===== config.mk =====
export PLATFORM = sky130hd
export DESIGN_NAME = irq_ctx_sequencer
export DESIGN_NICKNAME = d
export VERILOG_FILES = /design/src/rtl/isq_pkg.sv /design/src/rtl/isq_prio_pick.sv /design/src/rtl/isq_nest_stack.sv /design/src/rtl/isq_seq_ctrl.sv /design/src/rtl/irq_ctx_sequencer.sv
export SDC_FILE = /design/constraint.sdc
export NUM_CORES = 1
export LEC_CHECK = 0
export ABC_AREA = 1
export BUFFER_PORTS_ARGS = -buffer_cell sky130_fd_sc_hd__buf_4
export CORE_MARGIN = 5
export CORE_UTILIZATION = 40
export DETAILED_ROUTE_END_ITERATION = 16
export GPL_ROUTABILITY_DRIVEN = 0
export PLACE_DENSITY = 0.69
export SETUP_SLACK_MARGIN = 0.02
export SYNTH_ARGS = -nofsm -noshare
export SYNTH_HDL_FRONTEND = slang
export SYNTH_SLANG_ARGS = --single-unit

===== constraint.sdc =====
create_clock -name clk -period 2.2 [get_ports clk]
set_input_delay 0.11 -clock clk [delete_from_list [all_inputs] [get_ports clk]]
set_output_delay 0.11 -clock clk [all_outputs]
set_load 0.03 [all_outputs]

===== src/rtl/isq_pkg.sv =====
package isq_pkg;
  localparam int NCLS      = 4;
  localparam int ST_W      = 3;
  localparam int SR_ST_LSB = 0;
  localparam int SR_EN_LSB = 4;

  typedef logic [ST_W-1:0] act_t;

  typedef enum logic [3:0] {
    SQ_IDLE,
    SQ_SAVE_PC,
    SQ_SAVE_SR,
    SQ_VEC_PC,
    SQ_VEC_SR,
    SQ_VEC_FIN,
    SQ_RET_PC,
    SQ_RET_SR,
    SQ_RET_FIN
  } seq_e;
endpackage


===== src/rtl/isq_prio_pick.sv =====
module isq_prio_pick
  import isq_pkg::*;
(
  input  logic            clk,
  input  logic            rst_n,
  input  logic [NCLS-1:0] req,
  input  logic [NCLS-1:0] en,
  input  act_t            act,
  output logic            any,
  output act_t            win
);
  logic [NCLS-1:0] elig;
  logic [NCLS-1:0] higher;
  logic [NCLS-1:0] grant;

  for (genvar k = 0; k < NCLS; k++) begin : g_cls
    assign elig[k] = req[k] & en[k] & (ST_W'(k + 1) > act);
    if (k == NCLS - 1) begin : g_top
      assign higher[k] = 1'b0;
    end else begin : g_low
      assign higher[k] = |elig[NCLS-1:k+1];
    end
    assign grant[k] = elig[k] & ~higher[k];
  end

  always_comb begin
    win = '0;
    for (int k = 0; k < NCLS; k++) begin
      if (grant[k]) win = win | ST_W'(k + 1);
    end
  end

  assign any = |grant;

  AST_GRANT_ONEHOT: assert property (@(posedge clk) disable iff (!rst_n)
    $onehot0(grant));
  AST_GRANT_ENABLED: assert property (@(posedge clk) disable iff (!rst_n)
    (grant & ~(req & en)) == '0);
endmodule


===== src/rtl/isq_nest_stack.sv =====
module isq_nest_stack
  import isq_pkg::*;
#(
  parameter int DEPTH = 5,
  localparam int PW   = $clog2(DEPTH)
) (
  input  logic clk,
  input  logic rst_n,
  input  logic push,
  input  logic pop,
  input  act_t push_val,
  output act_t top,
  output logic empty
);
  logic [PW-1:0] ptr_q, ptr_d;
  logic          ptr_en;
  logic [DEPTH-1:0][ST_W-1:0] ent;

  // Entry 0 is the task state and never changes.
  for (genvar i = 0; i < DEPTH; i++) begin : g_ent
    if (i == 0) begin : g_base
      assign ent[i] = '0;
    end else begin : g_slot
      act_t slot_q;
      logic slot_en;
      assign slot_en = push && (ptr_q == PW'(i - 1));
      always_ff @(posedge clk or negedge rst_n) begin
        if (!rst_n)       slot_q <= '0;
        else if (slot_en) slot_q <= push_val;
      end
      assign ent[i] = slot_q;
    end
  end

  always_comb begin
    ptr_d  = ptr_q;
    ptr_en = 1'b0;
    if (push) begin
      ptr_d  = ptr_q + 1'b1;
      ptr_en = 1'b1;
    end else if (pop) begin
      ptr_d  = ptr_q - 1'b1;
      ptr_en = 1'b1;
    end
  end

  always_ff @(posedge clk or negedge rst_n) begin
    if (!rst_n)      ptr_q <= '0;
    else if (ptr_en) ptr_q <= ptr_d;
  end

  assign top   = ent[ptr_q];
  assign empty = (ptr_q == '0);

  AST_STACK_NO_OVERFLOW: assert property (@(posedge clk) disable iff (!rst_n)
    push |-> (ptr_q < PW'(DEPTH - 1)));
  AST_STACK_NO_UNDERFLOW: assert property (@(posedge clk) disable iff (!rst_n)
    pop |-> (ptr_q != '0));
  AST_STACK_NO_CLASH: assert property (@(posedge clk) disable iff (!rst_n)
    !(push && pop));
endmodule


===== src/rtl/isq_seq_ctrl.sv =====
module isq_seq_ctrl
  import isq_pkg::*;
#(
  parameter int          AW        = 12,
  parameter int          DW        = 16,
  parameter int          SAVE_BASE = 'h100,
  parameter int          VEC_BASE  = 'h040,
  parameter logic [15:0] RST_SR    = 16'h00F0,
  localparam int         BW        = $clog2(NCLS)
) (
  input  logic          clk,
  input  logic          rst_n,
  input  logic          instr_done,
  input  logic          ret_req,
  input  logic [DW-1:0] pc_in,
  input  logic          irq_any,
  input  act_t          irq_cls,
  input  act_t          stack_top,
  input  logic          stack_empty,
  input  logic [DW-1:0] mem_rdata,
  output logic          push,
  output logic          pop,
  output logic [AW-1:0] mem_addr,
  output logic          mem_we,
  output logic          mem_re,
  output logic [DW-1:0] mem_wdata,
  output logic [DW-1:0] pc_q,
  output logic [DW-1:0] sr_q,
  output logic          lockout,
  output logic          ret_err
);
  seq_e          st_q, st_d;
  logic [BW-1:0] blk_q, blk_d;
  logic          blk_en;
  logic [DW-1:0] pc_d, sr_d;
  logic          pc_en, sr_en;
  logic [AW-1:0] sv_addr, vec_addr;

  assign sv_addr  = AW'(SAVE_BASE) + AW'({blk_q, 1'b0});
  assign vec_addr = AW'(VEC_BASE)  + AW'({blk_q, 1'b0});

  always_comb begin
    st_d      = st_q;
    blk_d     = blk_q;
    blk_en    = 1'b0;
    pc_d      = pc_q;
    pc_en     = 1'b0;
    sr_d      = sr_q;
    sr_en     = 1'b0;
    push      = 1'b0;
    pop       = 1'b0;
    ret_err   = 1'b0;
    mem_we    = 1'b0;
    mem_re    = 1'b0;
    mem_addr  = '0;
    mem_wdata = '0;
    unique case (st_q)
      SQ_IDLE: begin
        if (instr_done) begin
          if (ret_req) begin
            if (stack_empty) begin
              ret_err = 1'b1;
            end else begin
              blk_d  = BW'(stack_top - 1'b1);
              blk_en = 1'b1;
              st_d   = SQ_RET_PC;
            end
          end else begin
            pc_d  = pc_in;
            pc_en = 1'b1;
            if (irq_any) begin
              blk_d  = BW'(irq_cls - 1'b1);
              blk_en = 1'b1;
              push   = 1'b1;
              st_d   = SQ_SAVE_PC;
            end
          end
        end
      end
      SQ_SAVE_PC: begin
        mem_we    = 1'b1;
        mem_addr  = sv_addr;
        mem_wdata = pc_q;
        st_d      = SQ_SAVE_SR;
      end
      SQ_SAVE_SR: begin
        mem_we    = 1'b1;
        mem_addr  = sv_addr | AW'(1);
        mem_wdata = sr_q;
        st_d      = SQ_VEC_PC;
      end
      SQ_VEC_PC: begin
        mem_re   = 1'b1;
        mem_addr = vec_addr;
        st_d     = SQ_VEC_SR;
      end
      SQ_VEC_SR: begin
        mem_re   = 1'b1;
        mem_addr = vec_addr | AW'(1);
        pc_d     = mem_rdata;
        pc_en    = 1'b1;
        st_d     = SQ_VEC_FIN;
      end
      SQ_VEC_FIN: begin
        sr_d  = mem_rdata;
        sr_en = 1'b1;
        st_d  = SQ_IDLE;
      end
      SQ_RET_PC: begin
        mem_re   = 1'b1;
        mem_addr = sv_addr;
        st_d     = SQ_RET_SR;
      end
      SQ_RET_SR: begin
        mem_re   = 1'b1;
        mem_addr = sv_addr | AW'(1);
        pc_d     = mem_rdata;
        pc_en    = 1'b1;
        st_d     = SQ_RET_FIN;
      end
      SQ_RET_FIN: begin
        sr_d  = mem_rdata;
        sr_en = 1'b1;
        pop   = 1'b1;
        st_d  = SQ_IDLE;
      end
      default: st_d = SQ_IDLE;
    endcase
  end

  always_ff @(posedge clk or negedge rst_n) begin
    if (!rst_n) begin
      st_q  <= SQ_IDLE;
      blk_q <= '0;
      pc_q  <= '0;
      sr_q  <= DW'(RST_SR);
    end else begin
      st_q <= st_d;
      if (blk_en) blk_q <= blk_d;
      if (pc_en)  pc_q  <= pc_d;
      if (sr_en)  sr_q  <= sr_d;
    end
  end

  assign lockout = (st_q != SQ_IDLE);

  AST_OFF_BOUNDARY_HOLD: assert property (@(posedge clk) disable iff (!rst_n)
    (st_q == SQ_IDLE && !instr_done) |=> (!lockout && $stable(pc_q) && $stable(sr_q)));
  AST_ENTRY_SAVES_PC: assert property (@(posedge clk) disable iff (!rst_n)
    (st_q == SQ_IDLE && instr_done && !ret_req && irq_any) |=> (mem_we && mem_wdata == $past(pc_in)));
  AST_MEM_EXCLUSIVE: assert property (@(posedge clk) disable iff (!rst_n)
    !(mem_we && mem_re));
  AST_ERR_NO_ACCESS: assert property (@(posedge clk) disable iff (!rst_n)
    ret_err |=> (!mem_we && !mem_re && $stable(sr_q)));
  AST_RETURN_WINS: assert property (@(posedge clk) disable iff (!rst_n)
    (st_q == SQ_IDLE && instr_done && ret_req && !stack_empty) |=> (mem_re && !mem_we));
  AST_RETURN_POPS: assert property (@(posedge clk) disable iff (!rst_n)
    pop |-> (lockout && !push));
endmodule


===== src/rtl/irq_ctx_sequencer.sv =====
module irq_ctx_sequencer
  import isq_pkg::*;
#(
  parameter int          AW         = 12,
  parameter int          DW         = 16,
  parameter int          SAVE_BASE  = 'h100,
  parameter int          VEC_BASE   = 'h040,
  parameter int          NEST_DEPTH = 5,
  parameter logic [15:0] RST_SR     = 16'h00F0
) (
  input  logic            clk,
  input  logic            rst_n,
  input  logic            instr_done,
  input  logic            ret_req,
  input  logic [NCLS-1:0] irq_req,
  input  logic [DW-1:0]   pc_in,
  input  logic [DW-1:0]   mem_rdata,
  output logic [AW-1:0]   mem_addr,
  output logic            mem_we,
  output logic            mem_re,
  output logic [DW-1:0]   mem_wdata,
  output logic [DW-1:0]   pc_out,
  output logic [DW-1:0]   status_out,
  output logic [ST_W-1:0] active_state,
  output logic            lockout,
  output logic            ret_err
);
  logic [1:0] rst_sync_q;
  logic       rst_int_n;

  // Asynchronous assertion, synchronous release.
  always_ff @(posedge clk or negedge rst_n) begin
    if (!rst_n) rst_sync_q <= '0;
    else        rst_sync_q <= {rst_sync_q[0], 1'b1};
  end
  assign rst_int_n = rst_sync_q[1];

  logic  irq_any;
  act_t  irq_cls;
  act_t  stack_top;
  logic  stack_empty;
  logic  push, pop;
  logic [DW-1:0] sr_q;

  isq_prio_pick u_pick (
    .clk   (clk),
    .rst_n (rst_int_n),
    .req   (irq_req),
    .en    (sr_q[SR_EN_LSB +: NCLS]),
    .act   (stack_top),
    .any   (irq_any),
    .win   (irq_cls)
  );

  isq_nest_stack #(.DEPTH(NEST_DEPTH)) u_stack (
    .clk      (clk),
    .rst_n    (rst_int_n),
    .push     (push),
    .pop      (pop),
    .push_val (irq_cls),
    .top      (stack_top),
    .empty    (stack_empty)
  );

  isq_seq_ctrl #(
    .AW        (AW),
    .DW        (DW),
    .SAVE_BASE (SAVE_BASE),
    .VEC_BASE  (VEC_BASE),
    .RST_SR    (RST_SR)
  ) u_ctrl (
    .clk         (clk),
    .rst_n       (rst_int_n),
    .instr_done  (instr_done),
    .ret_req     (ret_req),
    .pc_in       (pc_in),
    .irq_any     (irq_any),
    .irq_cls     (irq_cls),
    .stack_top   (stack_top),
    .stack_empty (stack_empty),
    .mem_rdata   (mem_rdata),
    .push        (push),
    .pop         (pop),
    .mem_addr    (mem_addr),
    .mem_we      (mem_we),
    .mem_re      (mem_re),
    .mem_wdata   (mem_wdata),
    .pc_q        (pc_out),
    .sr_q        (sr_q),
    .lockout     (lockout),
    .ret_err     (ret_err)
  );

  assign status_out   = sr_q;
  assign active_state = sr_q[SR_ST_LSB +: ST_W];

  AST_LOCK_AT_BOUNDARY: assert property (@(posedge clk) disable iff (!rst_int_n)
    $rose(lockout) |-> $past(instr_done));
  AST_ERR_ONLY_IN_TASK: assert property (@(posedge clk) disable iff (!rst_int_n)
    ret_err |-> (stack_empty && !lockout));
endmodule


* Yosys cells after proc, flatten, opt, wreduce, memory -nomap -nowiden
Index checks and enable logic that the tools add are counted.
** Cells by class
- Bitwise logic cells :: 14
- Equality and inequality tests :: 16
- Mux-type cells :: 42
- Reductions and logical operators :: 24
- Add/subtract/negate cells :: 6
- Order comparisons :: 5
** Operators by type and width (count)
- 16-bit case mux with 2 select lines :: 2
- 12-bit case mux with 4 select lines :: 1
- 16-bit two-way mux :: 2
- 4-bit case mux with 7 select lines :: 1
- 1-bit two-way mux :: 21
- 4-bit by 3-bit == test with 1-bit output, second input constant :: 4
- 4-bit two-way mux :: 4
- 3-bit two-way mux :: 4
- 2-bit OR reduction :: 6
- 1-bit bitwise AND :: 11
- 9-bit by 3-bit adder with 10-bit output, first input constant :: 1
- 2-bit two-way mux :: 5
- 3-bit binary-select mux with 3-bit select :: 1
- 7-bit by 3-bit adder with 8-bit output, first input constant :: 1
- 4-bit by 2-bit == test with 1-bit output, second input constant :: 2
- 4-bit OR reduction :: 2
- 3-bit by 2-bit == test with 1-bit output, second input constant :: 2
- 2-bit by 3-bit > comparator with 1-bit output, first input constant :: 2
- 2-bit != test, second input constant :: 3
- 3-bit != test, second input constant :: 2
- 2-bit nonzero test :: 3
- 5-bit AND reduction :: 1
- 4-bit by 1-bit == test with 1-bit output, second input constant :: 1
- 4-bit == test, second input constant :: 1
- other kinds (17) :: 24
** Storage, ports and cells
- Register bits :: 55
- Output and inout port bits :: 67

* Logic depth before layout (Yosys ltp)
- Word-level depth :: 14
- Depth in mapped cells :: 16
- Depth with buffers taken out :: 15

* Hierarchy
From an unflattened synthesis, not the netlist that was laid out.
** Second synthesis, totals
- Cell total of the unflattened synthesis :: 440
- Area total of the unflattened synthesis :: 3291.9 sq um
** By module, submodules not included
- isq_seq_ctrl :: cells each 313, instances 1, sequential area each 955.9 sq um, area each 2248.4 sq um
- isq_nest_stack :: cells each 101, instances 1, sequential area each 375.4 sq um, area each 839.6 sq um
- isq_prio_pick :: cells each 20, instances 1, sequential area each 0.0 sq um, area each 127.6 sq um
- irq_ctx_sequencer :: cells each 6, instances 1, sequential area each 50.0 sq um, area each 76.3 sq um

* Worst setup path before layout
Ideal clock, no wire load.
- Kind :: flip-flop to output port
- Start :: register u_ctrl.st_q[1]
- End :: output port mem_addr[1]
- Arrival time :: 1991 ps
- Stages on the path, launching flop included :: 6
- Path buffers :: 0
- Slack :: 99 ps
- Required time :: 2090 ps
- Cell sequence :: dfrtp_1 nor2_1 inv_2 o21ai_0 nor2_1 nor2_1
** On the way
- Longest elaborated chain between the ends :: 3
** RTL lines
- start, declared :: RTL line isq_seq_ctrl.sv:32 : seq_e st_q, st_d;
- start signal, assigned :: RTL line isq_seq_ctrl.sv:138 : st_q <= st_d;
- 4-bit by 2-bit == test with 1-bit output, or another cell as far along :: RTL line isq_seq_ctrl.sv:57 : unique case (st_q)
- 2-bit OR reduction (no source line)
- 12-bit case mux with 4 select lines * :: RTL line isq_seq_ctrl.sv:57
- end, declared :: RTL line irq_ctx_sequencer.sv:18 : output logic [AW-1:0] mem_addr,
Mark *: on every way between the ends. The rest lies on a longest branch, timed or not.

* Worst setup path after layout
- Start :: register u_ctrl.st_q[3]
- End :: output port mem_addr[0]
The elaborated chain is that of the path after synthesis.

==> flow_summary_export.csv <==
group,metric,value,unit
power_and_ir_drop,p_clk_share,9.6,%
worst_setup_path,cp_max_fo,17,
sta,slew_headroom,29.9,%
power_and_ir_drop,p_int,0.00337,W
logic_synthesis,yosysTopAreaCellShare,39.9,%
routing,wl_per_cell,13.9,um
clocking,htree_levels,2,
flow_run,drv_cap,0,
sta,setup_viol,0,
routing,first_iter_violations,106,
power_and_ir_drop,ir_drop,0.738,mV
routing,wl,8.19,mm
worst_setup_path,r2r_start,"u_ctrl.st_q[0]$_DFFE_PN0P_",
sta,fin_crit_sh,93.0,%
clocking,cts_setup_buffers,0,
clocking,clock_tree.root_cell,"clkbuf_8",
worst_setup_path,worstPathRequired,2.09,ns
logic_synthesis,yosysWarnings,0,
sta,fin_ws,0.155,ns
clocking,clk_pin_slew_worst_paths,0.11,ns
floorplan,dieArea,0.00989,sq mm
run_status,status,"finished, final reports clean",
logic_synthesis,synth_area_per_cell,8.33,sq um
logic_synthesis,synth_top_cell_by_area,"dfrtp_1",
global_routing,antenna_found_initial,0,
routing,avgViaCountPerCell,4.76,
power_and_ir_drop,pwr-share-comb,63.2,%
global_routing,grt_overflow,0,
power_and_ir_drop,p_sw_share,51.8,%
layout,design_area,0.00417,sq mm
clocking,tritoncts,"yes",
global_routing,grt_pass1_wl,13.6,mm
clocking,cts.path.max_buffers,2,
routing,drc_errors,0,
sta,fin_crit,2.05,ns
layout,syn_to_final_growth,30.4,%
layout,nNetsFinal,533,
logic_synthesis,synth-edff-count,0,
worst_setup_path,end_kind,"output port",
logic_synthesis,synth.distinct_cells,36,
floorplan,ioPinCount,107,
logic_synthesis,synth-async-reset-ratio,100,%
worst_setup_path,rrSetupSlack,0.18,ns
logic_synthesis,ys_top_cells_by_area,"dfrtp_1 (40%), nand2_1 (12%), o21ai_0 (5.8%), mux2i_1 (5.0%), inv_1 (4.5%)",
sta,hold_viol_final,0,
routing,drt-pass1-iter-count,4,
logic_synthesis,yosys-top-cells-count,"nand2_1 (102), dfrtp_1 (51), inv_1 (38), o21ai_0 (37), o21ai_1 (27)",
placement,placed_cell_area,0.00402,sq mm
sta,tightest_slew,1.05,ns
power_and_ir_drop,power_frac_seq,27.2,%
clocking,clk_latency,0.31,ns
routing,routed-via-count,2808,
power_and_ir_drop,p_per_area,1670,mW/mm^2
clocking,cts_sinks,55,
layout,drive_above_1_share,33.0,%
logic_synthesis,synth.most_common_cell,"nand2_1",
sta,tns,0,ns
sta,slew_viol_final,0,
power_and_ir_drop,p_leak,2.17,nW
worst_setup_path,ff2ff_path_depth,9,
placement,place_hpwl,6.27,mm
global_routing,track_usage,17.0,%
floorplan,initial_core_util,41.2,%
logic_synthesis,synth_area,0.00320,sq mm
worst_setup_path,cp-start-kind,"register",
routing,ant_nets,0,
sta,max_freq,489,MHz
layout,antenna_cells,0,
clocking,cts_buffers,5,
logic_synthesis,yosys_most_used_dff,"dfrtp_1",
global_routing,grt_max_degree,33,
power_and_ir_drop,switching_power,0.00362,W
worst_setup_path,reg2reg_to,"u_ctrl.pc_q[13]$_DFFE_PN0P_",
min_path,min_path_cells,3,
logic_synthesis,ys_seq_area_share,43.2,%
floorplan,die_y,99.5,um
sta,fin_skew,0.0146,ns
placement,place_ws,0.134,ns
floorplan,core-area,0.00777,sq mm
min_path,hold_end,"u_ctrl.sr_q[12]$_DFFE_PN0P_",
floorplan,row_count,32,
placement,port_buffers,99,
min_path,min_path_type,"input port to register",
worst_setup_path,cp.arrival,1.94,ns
global_routing,grt_pass1_vias,2834,
logic_synthesis,synth-seq-cells,55,
worst_setup_path,crit_type,"register to output port",
min_path,hp-start,"mem_rdata[12]",
floorplan,die_w,99.5,um
logic_synthesis,syn_inst,384,
sta,rsz0062_at_grt,"true",
-- area by class of cell --
cell class | count | area, sq um
Fill cell | 727 | 3590
Multi-Input combinational cell | 268 | 1530
Sequential cell | 55 | 1380
Timing Repair Buffer | 110 | 836
Inverter | 47 | 189
Tap cell | 102 | 128
Clock buffer | 6 | 72.6
Clock inverter | 2 | 37.5
-- stage by stage --
stage                     utilization [%]  hold WS, ns  instances  power, W
final                                53.7       0.0107        590   0.00699
after global routing                 53.7      0.00485        590   0.00751
after CTS                            53.6   0.00000158        590   0.00705
after detailed placement             51.7       -0.104        578   0.00634
after global placement               51.7       -0.107        578   0.00627
after floorplan                         -       -0.186        390   0.00495
-- worst max-delay path, cell delays in order, from the launching register on --
cell and delay (ns):
dfrtp_1 0.38, buf_4 0.14, nor2_4 0.05, inv_2 0.09
nor2_1 0.10, nor2_4 0.55, nand2_1 0.12, buf_4 0.19
-- flip-flops by register name, indices dropped and copies added (netlist names) --
signal / flops
u_ctrl.st_q: 4
u_ctrl.blk_q: 2
u_stack.ptr_q: 3
u_stack.g_ent.g_slot.slot_q: 12
rst_sync_q: 2
u_ctrl.sr_q: 16
u_ctrl.pc_q: 16
-- kinds of logic after synthesis --
kind of cell             Yosys count  synth area share (%)
AND/OR/NAND/NOR                  164                  26.6
AO/OA/AOI/OAI                     72                  12.2
adder cells (fa/ha/maj)            6                  2.35
other                              2                 0.235
XOR/XNOR                           2                 0.547
multiplexers                      16                  5.00
flip-flops                        55                  43.2
buffers and inverters             67                  9.93
-- power groups by stage --
stage / sequential (W) / clock, W / combinational, W
5_1_grt: 0.00197 / 0.000726 / 0.00482
3_3_place_gp: 0.00190 / 0 / 0.00437
4_1_cts: 0.00189 / 0.000700 / 0.00446
2_1_floorplan: 0.00238 / 0 / 0.00257
3_5_place_dp: 0.00190 / 0 / 0.00444
6_report: 0.00190 / 0.000674 / 0.00442
-- placed cells by master (no fill, tap or decap), types with 2 or more instances in the layout --
master / n
nand2_1: 102
nand3_4: 4
buf_4: 106
clkbuf_8: 5
dfrtp_2: 2
nor2_1: 17
nand3_1: 14
o21a_1: 2
o21ai_1: 28
mux2i_1: 16
nor2_4: 4
xor2_1: 2
nand3_2: 3
ha_1: 6
dfstp_2: 4
inv_4: 2
dfrtp_1: 49
nand2_2: 5
conb_1: 8
dlygate4sd3_1: 4
o21ai_0: 36
nor2_8: 2
inv_1: 37
inv_2: 7
nand2_4: 4
a211oi_1: 2
nor3_4: 2
nor2_2: 5
-- repair_timing --
item / in CTS / in global routing
resized for setup: 0 / 5
hold endpoints to repair: 5 / 0
endpoints found under the setup margin: 0 / 35
hold buffers: 4 / 0
-- worst max path at each step --
stage / start / end / slack [ns] / depth (start not counted)
finish: u_ctrl.st_q[3]$_DFFE_PN0P_ / mem_addr[0] / 0.15 / 7
detailed placement: u_ctrl.st_q[0]$_DFFE_PN0P_ / u_ctrl.pc_q[12]$_DFFE_PN0P_ / 0.13 / 9
global placement: u_stack.ptr_q[0]$_DFFE_PN0P_ / u_stack.g_ent[1].g_slot.slot_q[2]$_DFFE_PN0P_ / 0.21 / 13
global route: u_ctrl.st_q[0]$_DFFE_PN0P_ / u_ctrl.pc_q[15]$_DFFE_PN0P_ / -0.01 / 10
floorplan: u_ctrl.st_q[1]$_DFFE_PN0P_ / mem_addr[1] / 0.1 / 5
CTS: u_ctrl.st_q[2]$_DFFE_PN0P_ / mem_addr[0] / 0.09 / 7
-- metal layers --
layer	GRT usage [%]	vias to the layer above	share of wire, %	wire length (um)
li1	-	1412	-	-
met2	28.9	97	49	4010
met1	21.1	1293	42	3470
met5	0	-	0	0
met3	4.70	6	7.6	622
met4	4.83	0	1.0	85
Power figures use the tool's default switching activity.
